[config.mk]
export PLATFORM = sky130hd
export DESIGN_NAME = clkratio_guard
export DESIGN_NICKNAME = d
export VERILOG_FILES = /design/src/rtl/clkratio_pkg.sv /design/src/rtl/clkratio_sync.sv /design/src/rtl/clkratio_meter.sv /design/src/rtl/clkratio_judge.sv /design/src/rtl/clkratio_guard.sv
export SDC_FILE = /design/constraint.sdc
export NUM_CORES = 1
export LEC_CHECK = 0
export CAP_MARGIN = 0
export CORE_MARGIN = 2
export CORE_UTILIZATION = 62
export DETAILED_ROUTE_END_ITERATION = 6
export PLACE_DENSITY = 0.91
export SETUP_SLACK_MARGIN = 0.15
export SKIP_CTS_REPAIR_TIMING = 1
export SLEW_MARGIN = 25
export SYNTH_ARGS = -nofsm -noshare
export SYNTH_HDL_FRONTEND = slang
export SYNTH_SLANG_ARGS = --single-unit
[constraint.sdc]
create_clock -name clk_i -period 5.9 [get_ports clk_i]
set_clock_uncertainty 0.2 [all_clocks]
set_input_delay 1.18 -clock clk_i [delete_from_list [all_inputs] [get_ports clk_i]]
set_output_delay 1.18 -clock clk_i [all_outputs]
set_load 0.1 [all_outputs]
[src/rtl/clkratio_pkg.sv]
package clkratio_pkg;

    typedef enum logic [1:0] {
        SPD_SINGLE = 2'b00,
        SPD_DOUBLE = 2'b01,
        SPD_QUAD   = 2'b10,
        SPD_RSVD   = 2'b11
    } spd_e;

    typedef enum logic [1:0] {
        LINE_OFF  = 2'b00,
        LINE_V1   = 2'b01,
        LINE_V2   = 2'b10,
        LINE_RSVD = 2'b11
    } line_e;

    // Legality of one measured pair under the selected modes.
    function automatic logic ratio_legal(input logic [1:0]  spd,
                                         input logic [1:0]  line,
                                         input logic [15:0] m,
                                         input logic [15:0] b);
        logic m_ok;
        logic b_ok;
        m_ok = 1'b0;
        b_ok = 1'b0;
        if (line == LINE_V1) begin
            m_ok = (m == 16'd256);
            b_ok = (b == 16'd128);
        end else if (line == LINE_OFF) begin
            case (spd)
                SPD_SINGLE: begin
                    m_ok = (m == 16'd256) || (m == 16'd384) || (m == 16'd512);
                    b_ok = (b == 16'd32) || (b == 16'd48) || (b == 16'd64) || (b == 16'd128);
                end
                SPD_DOUBLE: begin
                    m_ok = (m == 16'd128) || (m == 16'd192) || (m == 16'd256);
                    b_ok = (b == 16'd32) || (b == 16'd48) || (b == 16'd64);
                end
                SPD_QUAD: begin
                    m_ok = (m == 16'd64) || (m == 16'd96) || (m == 16'd128);
                    b_ok = (b == 16'd32) || (b == 16'd48) || (b == 16'd64);
                end
                default: begin
                    m_ok = 1'b0;
                    b_ok = 1'b0;
                end
            endcase
        end
        return m_ok && b_ok;
    endfunction

endpackage

[src/rtl/clkratio_sync.sv]
module clkratio_sync (
    input  logic clk_i,
    input  logic rst_ni,
    input  logic bclk_i,
    input  logic fclk_i,
    output logic b_rise_o,
    output logic f_rise_o,
    output logic f_edge_o
);
    localparam int NSIG = 2;

    typedef struct packed {
        logic [NSIG-1:0] s1;
        logic [NSIG-1:0] s2;
        logic [NSIG-1:0] s3;
    } sync_t;

    sync_t            q, d;
    logic [NSIG-1:0]  raw;
    logic [NSIG-1:0]  rise;

    assign raw = {fclk_i, bclk_i};

    always_comb begin
        d    = q;
        d.s1 = raw;
        d.s2 = q.s1;
        d.s3 = q.s2;
    end

    always_ff @(posedge clk_i) begin
        if (!rst_ni) q <= '0;
        else         q <= d;
    end

    for (genvar i = 0; i < NSIG; i++) begin : g_rise
        assign rise[i] = q.s2[i] & ~q.s3[i];
    end

    assign b_rise_o = rise[0];
    assign f_rise_o = rise[1];
    assign f_edge_o = q.s2[1] ^ q.s3[1];
endmodule

[src/rtl/clkratio_meter.sv]
module clkratio_meter #(
    parameter int RW       = 12,
    parameter int LOST_CYC = 1024
) (
    input  logic          clk_i,
    input  logic          rst_ni,
    input  logic          b_rise_i,
    input  logic          f_rise_i,
    input  logic          f_edge_i,
    output logic [RW-1:0] mrat_o,
    output logic [RW-1:0] brat_o,
    output logic          vld_o,
    output logic          lost_o
);
    localparam int IW = $clog2(LOST_CYC + 1);

    typedef struct packed {
        logic [RW-1:0] mcnt;
        logic [RW-1:0] bcnt;
        logic [RW-1:0] mrat;
        logic [RW-1:0] brat;
        logic          vld;
        logic          primed;
        logic [IW-1:0] idle;
        logic          lost;
    } meter_t;

    meter_t        q, d;
    logic [RW-1:0] bnext;

    always_comb begin
        d     = q;
        d.vld = 1'b0;
        bnext = q.bcnt;
        if (b_rise_i && (q.bcnt != '1)) bnext = q.bcnt + RW'(1);
        d.bcnt = bnext;
        if (q.mcnt != '1) d.mcnt = q.mcnt + RW'(1);
        if (f_rise_i) begin
            d.mrat   = q.mcnt;
            d.brat   = bnext;
            d.vld    = q.primed;
            d.primed = 1'b1;
            d.mcnt   = RW'(1);
            d.bcnt   = '0;
        end
        if (f_edge_i) begin
            d.idle = '0;
            d.lost = 1'b0;
        end else begin
            if (q.idle != IW'(LOST_CYC)) d.idle = q.idle + IW'(1);
            if (q.idle >= IW'(LOST_CYC - 1)) d.lost = 1'b1;
        end
        if (d.lost) d.primed = 1'b0;
    end

    always_ff @(posedge clk_i) begin
        if (!rst_ni) begin
            q      <= '0;
            q.lost <= 1'b1;
        end else begin
            q <= d;
        end
    end

    assign mrat_o = q.mrat;
    assign brat_o = q.brat;
    assign vld_o  = q.vld;
    assign lost_o = q.lost;
endmodule

[src/rtl/clkratio_judge.sv]
module clkratio_judge
    import clkratio_pkg::*;
#(
    parameter int RW = 12
) (
    input  logic          clk_i,
    input  logic          rst_ni,
    input  logic [1:0]    speed_i,
    input  logic [1:0]    line_mode_i,
    input  logic [RW-1:0] mrat_i,
    input  logic [RW-1:0] brat_i,
    input  logic          vld_i,
    input  logic          lost_i,
    output logic          ok_o
);
    typedef struct packed {
        logic [RW-1:0] prev_m;
        logic [RW-1:0] prev_b;
        logic          have;
        logic          ok;
    } judge_t;

    judge_t q, d;
    logic   legal;
    logic   same;

    assign legal = ratio_legal(speed_i, line_mode_i, 16'(mrat_i), 16'(brat_i));
    assign same  = (mrat_i == q.prev_m) && (brat_i == q.prev_b);

    always_comb begin
        d = q;
        if (lost_i) begin
            d.have = 1'b0;
            d.ok   = 1'b0;
        end else if (vld_i) begin
            d.ok     = q.have && legal && same;
            d.have   = 1'b1;
            d.prev_m = mrat_i;
            d.prev_b = brat_i;
        end
    end

    always_ff @(posedge clk_i) begin
        if (!rst_ni) q <= '0;
        else         q <= d;
    end

    assign ok_o = q.ok;
endmodule

[src/rtl/clkratio_guard.sv]
module clkratio_guard #(
    parameter int RW       = 12,
    parameter int LOST_CYC = 1024
) (
    input  logic          clk_i,
    input  logic          rst_ni,
    input  logic          bclk_i,
    input  logic          fclk_i,
    input  logic [1:0]    speed_i,
    input  logic [1:0]    line_mode_i,
    output logic [RW-1:0] mclk_ratio_o,
    output logic [RW-1:0] bclk_ratio_o,
    output logic          ratio_ok_o,
    output logic          frame_lost_o,
    output logic          port_en_o
);
    logic          b_rise;
    logic          f_rise;
    logic          f_edge;
    logic [RW-1:0] mrat;
    logic [RW-1:0] brat;
    logic          vld;
    logic          lost;

    clkratio_sync u_sync (
        .clk_i    (clk_i),
        .rst_ni   (rst_ni),
        .bclk_i   (bclk_i),
        .fclk_i   (fclk_i),
        .b_rise_o (b_rise),
        .f_rise_o (f_rise),
        .f_edge_o (f_edge)
    );

    clkratio_meter #(.RW(RW), .LOST_CYC(LOST_CYC)) u_meter (
        .clk_i    (clk_i),
        .rst_ni   (rst_ni),
        .b_rise_i (b_rise),
        .f_rise_i (f_rise),
        .f_edge_i (f_edge),
        .mrat_o   (mrat),
        .brat_o   (brat),
        .vld_o    (vld),
        .lost_o   (lost)
    );

    clkratio_judge #(.RW(RW)) u_judge (
        .clk_i       (clk_i),
        .rst_ni      (rst_ni),
        .speed_i     (speed_i),
        .line_mode_i (line_mode_i),
        .mrat_i      (mrat),
        .brat_i      (brat),
        .vld_i       (vld),
        .lost_i      (lost),
        .ok_o        (ratio_ok_o)
    );

    assign mclk_ratio_o = mrat;
    assign bclk_ratio_o = brat;
    assign frame_lost_o = lost;
    assign port_en_o    = ~lost;
endmodule

Word level (Yosys, flattened, before mapping)
Index checks and enable logic that the tools add are counted.
Widths: inputs -> output; s select.
{ "word_totals": {"register_bits": 94, "output_inout_bits": 27} }
{ "classes": {"n_addsub": 3, "order_cmp": 1, "n_eq_ne": 19, "mux": 11, "n_bitwise": 7, "reduce_logical": 24} }
{ "op_table": {"columns": ["op", "n"], "rows": [
  ["$mux 39", 1],
  ["$eq 12x7->1 const B", 3],
  ["$eq 12x8->1 const B", 3],
  ["$add 12x1->12 const B", 2],
  ["$eq 12x12->1", 2],
  ["$eq 12x6->1 const B", 2],
  ["$eq 12x9->1 const B", 2],
  ["$ne 12x12->1 const B", 2],
  ["$eq 12x10->1 const B", 1],
  ["$mux 12", 1],
  ["$add 11x1->11 const B", 1],
  ["$ge 11x10->1 const B", 1],
  ["$ne 11x11->1 const B", 1],
  ["$reduce_or 2->1", 5],
  ["$logic_or 1x1->1", 9],
  ["$mux 1", 7],
  ["$logic_and 1x1->1", 5],
  ["$eq 2x1->1 const B", 2],
  ["$logic_not 2->1", 2],
  ["$not 1->1", 4],
  ["$reduce_and 2->1", 2],
  ["$pmux 1 s3", 1],
  ["$and 1x1->1", 2],
  ["$eq 2x2->1 const B", 1],
  ["3 further kinds", 3]
]} }

Longest topological paths before layout
{ "logic_depth": {"ltp_word": 10, "mapped_depth": 7} }

Modules after synthesis
A second synthesis with hierarchy kept.
{ "unflattened": {"hier_cells": 509, "hier_area_um2": 4469.3} }
{ "modules_own_cells": {"columns": ["mod", "n_inst", "cells_per_inst", "area_each_um2"], "rows": [
  ["clkratio_meter", 1, 309, 2819.0],
  ["clkratio_judge", 1, 183, 1462.7],
  ["clkratio_sync", 1, 16, 183.9],
  ["clkratio_guard", 1, 1, 3.8]
]} }

Worst setup path after synthesis
OpenSTA, ideal clock, no wires.
{ "synth_path": {"path_kind": "reg-to-output", "from": "register, netlist name u_meter.lost_o", "to": "output port port_en_o", "arrival_ns": 1.698, "required_time_ns": 4.520, "path_slack_ns": 2.822, "path_stages_with_launch": 2, "path_cell_list": "dfxtp_1 -> inv_1"} }
{ "synth_between": {"elab_chain_len": 1} }
{ "synth_rtl": {"columns": ["item", "line", "rtl"], "rows": [
  ["$not 1->1 (no source line)", null, null],
  ["end, declared", "clkratio_guard.sv:15", "output logic port_en_o"]
]} }
Every way passes these cells.

Final worst setup path
{ "layout_path": {"from": "register u_meter.q, in the netlist u_meter.mrat_o[4]", "to": "output port mclk_ratio_o[4]"} }
{ "layout_lines": {"columns": ["item", "line", "rtl"], "rows": [
  ["start, declared", "clkratio_meter.sv:28", "meter_t q, d;"],
  ["end, declared", "clkratio_guard.sv:11", "output logic [RW-1:0] mclk_ratio_o,"]
]} }
No word-level cell between the ends.

==> flow_summary.yaml <==
synthesis:
  ys.flop_type: "dfxtp_1"
  synth-seq-area-share: 0.428
  synth_edf_count: 0
  synth.distinct_cells: 50
  yosysWarnings: 0
  netlist_area_sq_mm: 0.00440
  syn_inst: 501
  syn-num-nets: 518
  ys_async_sr_fraction: 0
  ys_ff_latch: 94
  syn_avg_cell_area_sq_um: 8.79
clocking:
  insertion_delay_ns: 0.37
  clock_sink_count: 94
  root_buffer: "clkbuf_8"
  cts_made_buffers: 9
  htree_levels: 3
  tritoncts: "built"
  clockBufferDepth: 2
  path_clk_slew_ns: 0.09
setup_path:
  worst-setup-path-type: "reg2out"
  required_ns: 4.52
  cp_slowest_cell: "clkdlybuf4s50_1"
  cp_num_buf_inv: 1
  cpPeakStageDelay_ns: 1.20
  critPathCaptureType: "output pin"
  crit_family: "buffers and inverters"
  worstPathCellList: "clkdlybuf4s50_1"
  start_kind: "flip-flop"
  cp_max_fo: 7
  arrival_ns: 2.09
finish:
  areaGrowthSynthToFinish_pct: 9.69
  final_cell_area_sq_mm: 0.00483
  layout.nets: 521
  antenna_cells: 0
  drive_above_1_share: 0.0452
place:
  dp_hpwl_um: 6370
  port_buffers: 34
  gp_congestion: 0.841
  place_area_sq_mm: 0.00462
floorplanning:
  fp.dieArea_sq_mm: 0.00779
  die_h_um: 88.3
  fp.dieW_um: 88.3
  start_util: 0.644
  core_sq_mm: 0.00683
  fp-row-count: 30
  io-pin-count: 35
route:
  route.detailed.drc: 0
  drt_iter0_drc: 270
  first_pass_iters: 4
  via_count: 3439
  drt-wirelength-per-cell_um: 15.1
  antenna_left: 0
  vias_per_cell: 5.68
  drt_wl_total_um: 9130
sta:
  rsz0062_at_grt: "no"
  tightest_slew_ns: 0.981
  min_period_ns: 3.47
  max_freq_mhz: 288
  finalSetupTns_ns: 0
  max_slew_margin: 0.344
  period_share: 0.588
  setup_viol: 0
  finalHoldViolCount: 0
  finalMaxSlewViolations: 0
power:
  peakVddDrop_mv: 0.225
  p_total_mw: 1.20
  p_per_area_mw_per_mm2: 249
  leakage_nw: 1.61
run:
  cap_violations: 0
global_routing:
  grt_overflow: 0
  grt_usage: 0.254
  antenna_found_initial: 0
  grt_pass1_vias: 3301
  grt_max_degree: 49
  grt_first_pass_wirelength_um: 15400
run_status:
  status: "completed"
worst_hold_path:
  hold_class: "reg2reg"
-- stage by stage --
step	cells	setup WS, ns	utilization	hold slack, ns
5_1_grt	605	2.32	0.707	0.278
3_3_place_gp	589	2.36	0.676	0.215
2_1_floorplan	501	2.82	-	0.212
3_5_place_dp	589	2.23	0.676	0.226
6_report	605	2.43	0.707	0.246
4_1_cts	605	2.42	0.707	0.248
-- metal layers --
layer	part of all wire	vias up	track usage
li1	-	1712	-
met5	0	-	0
met2	0.49	79	0.430
met4	0.020	0	0.106
met1	0.45	1634	0.329
met3	0.032	14	0.0336
-- placed cells by master, fill, tap and decap left out, drive strengths merged, types with 8 or more instances in the layout --
cell type,instances
dfxtp,94
nand2,65
clkdlybuf4s50,34
nor2,33
xnor2,33
a21oi,25
a21boi,25
o21ai,21
nor2b,19
nand4,18
mux2i,14
nand3,12
clkbuf,12
xor2,11
ha,9
nor3,8
-- cells in the mapped netlist (2+ instances only) --
master | count | area (sq um)
a21boi_1 | 19 | 143
a21boi_0 | 6 | 45.0
nor2b_1 | 19 | 119
or3_1 | 6 | 37.5
nor3b_1 | 2 | 15.0
ha_1 | 9 | 113
and4_1 | 2 | 17.5
o211a_1 | 2 | 20.0
dfxtp_1 | 94 | 1880
clkbuf_1 | 19 | 71.3
nand3b_1 | 2 | 15.0
mux2i_1 | 14 | 140
nand2_1 | 65 | 244
nand4_1 | 18 | 113
buf_4 | 24 | 180
a21oi_1 | 25 | 125
and2_1 | 7 | 43.8
o21ai_1 | 2 | 10.0
nor4_1 | 6 | 37.5
and3_1 | 5 | 31.3
o21ai_0 | 19 | 95.1
nand4b_1 | 3 | 26.3
nand2b_1 | 4 | 25.0
inv_1 | 7 | 26.3
nor2_1 | 33 | 124
xnor2_1 | 33 | 289
nor3_1 | 7 | 35.0
o211ai_1 | 2 | 15.0
xor2_1 | 11 | 96.3
a31oi_1 | 5 | 31.3
nand3_1 | 12 | 60.1
-- cell families after synthesis --
group / count (synthesis) / synth area share
flip-flops: 94 / 0.428
multiplexers: 15 / 0.0344
XOR/XNOR: 44 / 0.0875
buffers and inverters: 52 / 0.0665
AO/OA/AOI/OAI: 88 / 0.126
AND/OR/NAND/NOR: 199 / 0.232
adder cells (fa/ha/maj): 9 / 0.0256
-- sequential cells by signal (all words and copies together) (netlist names) --
register,flops
u_judge.ok_o,1
u_meter.mrat_o,12
u_judge.q,25
u_meter.brat_o,12
u_meter.lost_o,1
u_meter.vld_o,1
u_meter.q,36
u_sync.q,2
u_sync.d,4
-- area by class of cell --
class                   count  area [sq um]
clock buffers              12           155
clock inverters             4          55.1
fillers                   516          2000
inverters                   7          26.3
multi-input cells         355          2230
flip-flops and latches     94          1880
well taps                  96           120
repair buffers             37           363
-- final timing paths --
path / end / slack [ns] / startpoint / cells after the start
worst max-delay path: mclk_ratio_o[4] / 2.43 / u_meter.mrat_o[4]$_SDFFE_PN0P_ / 1
worst min-delay path: u_sync.d[1]$_SDFF_PN0_ / 0.25 / u_sync.d[3]$_SDFF_PN0_ / 1
worst max register to register: u_meter.q[53]$_SDFFE_PP0P_ / 3.58 / u_meter.q[50]$_SDFFE_PN0P_ / 6
worst min register to register: u_sync.d[1]$_SDFF_PN0_ / 0.25 / u_sync.d[3]$_SDFF_PN0_ / 1
-- report_power, final --
| group | leakage (nW) | internal (mW) | switching [mW] |
|---|---|---|---|
| combinational | 0.749 | 0.0347 | 0.0702 |
| clock | 0.103 | 0.221 | 0.220 |
| sequential | 0.761 | 0.644 | 0.0146 |
| total | 1.61 | 0.899 | 0.305 |
(Power assumes the default switching activity.)
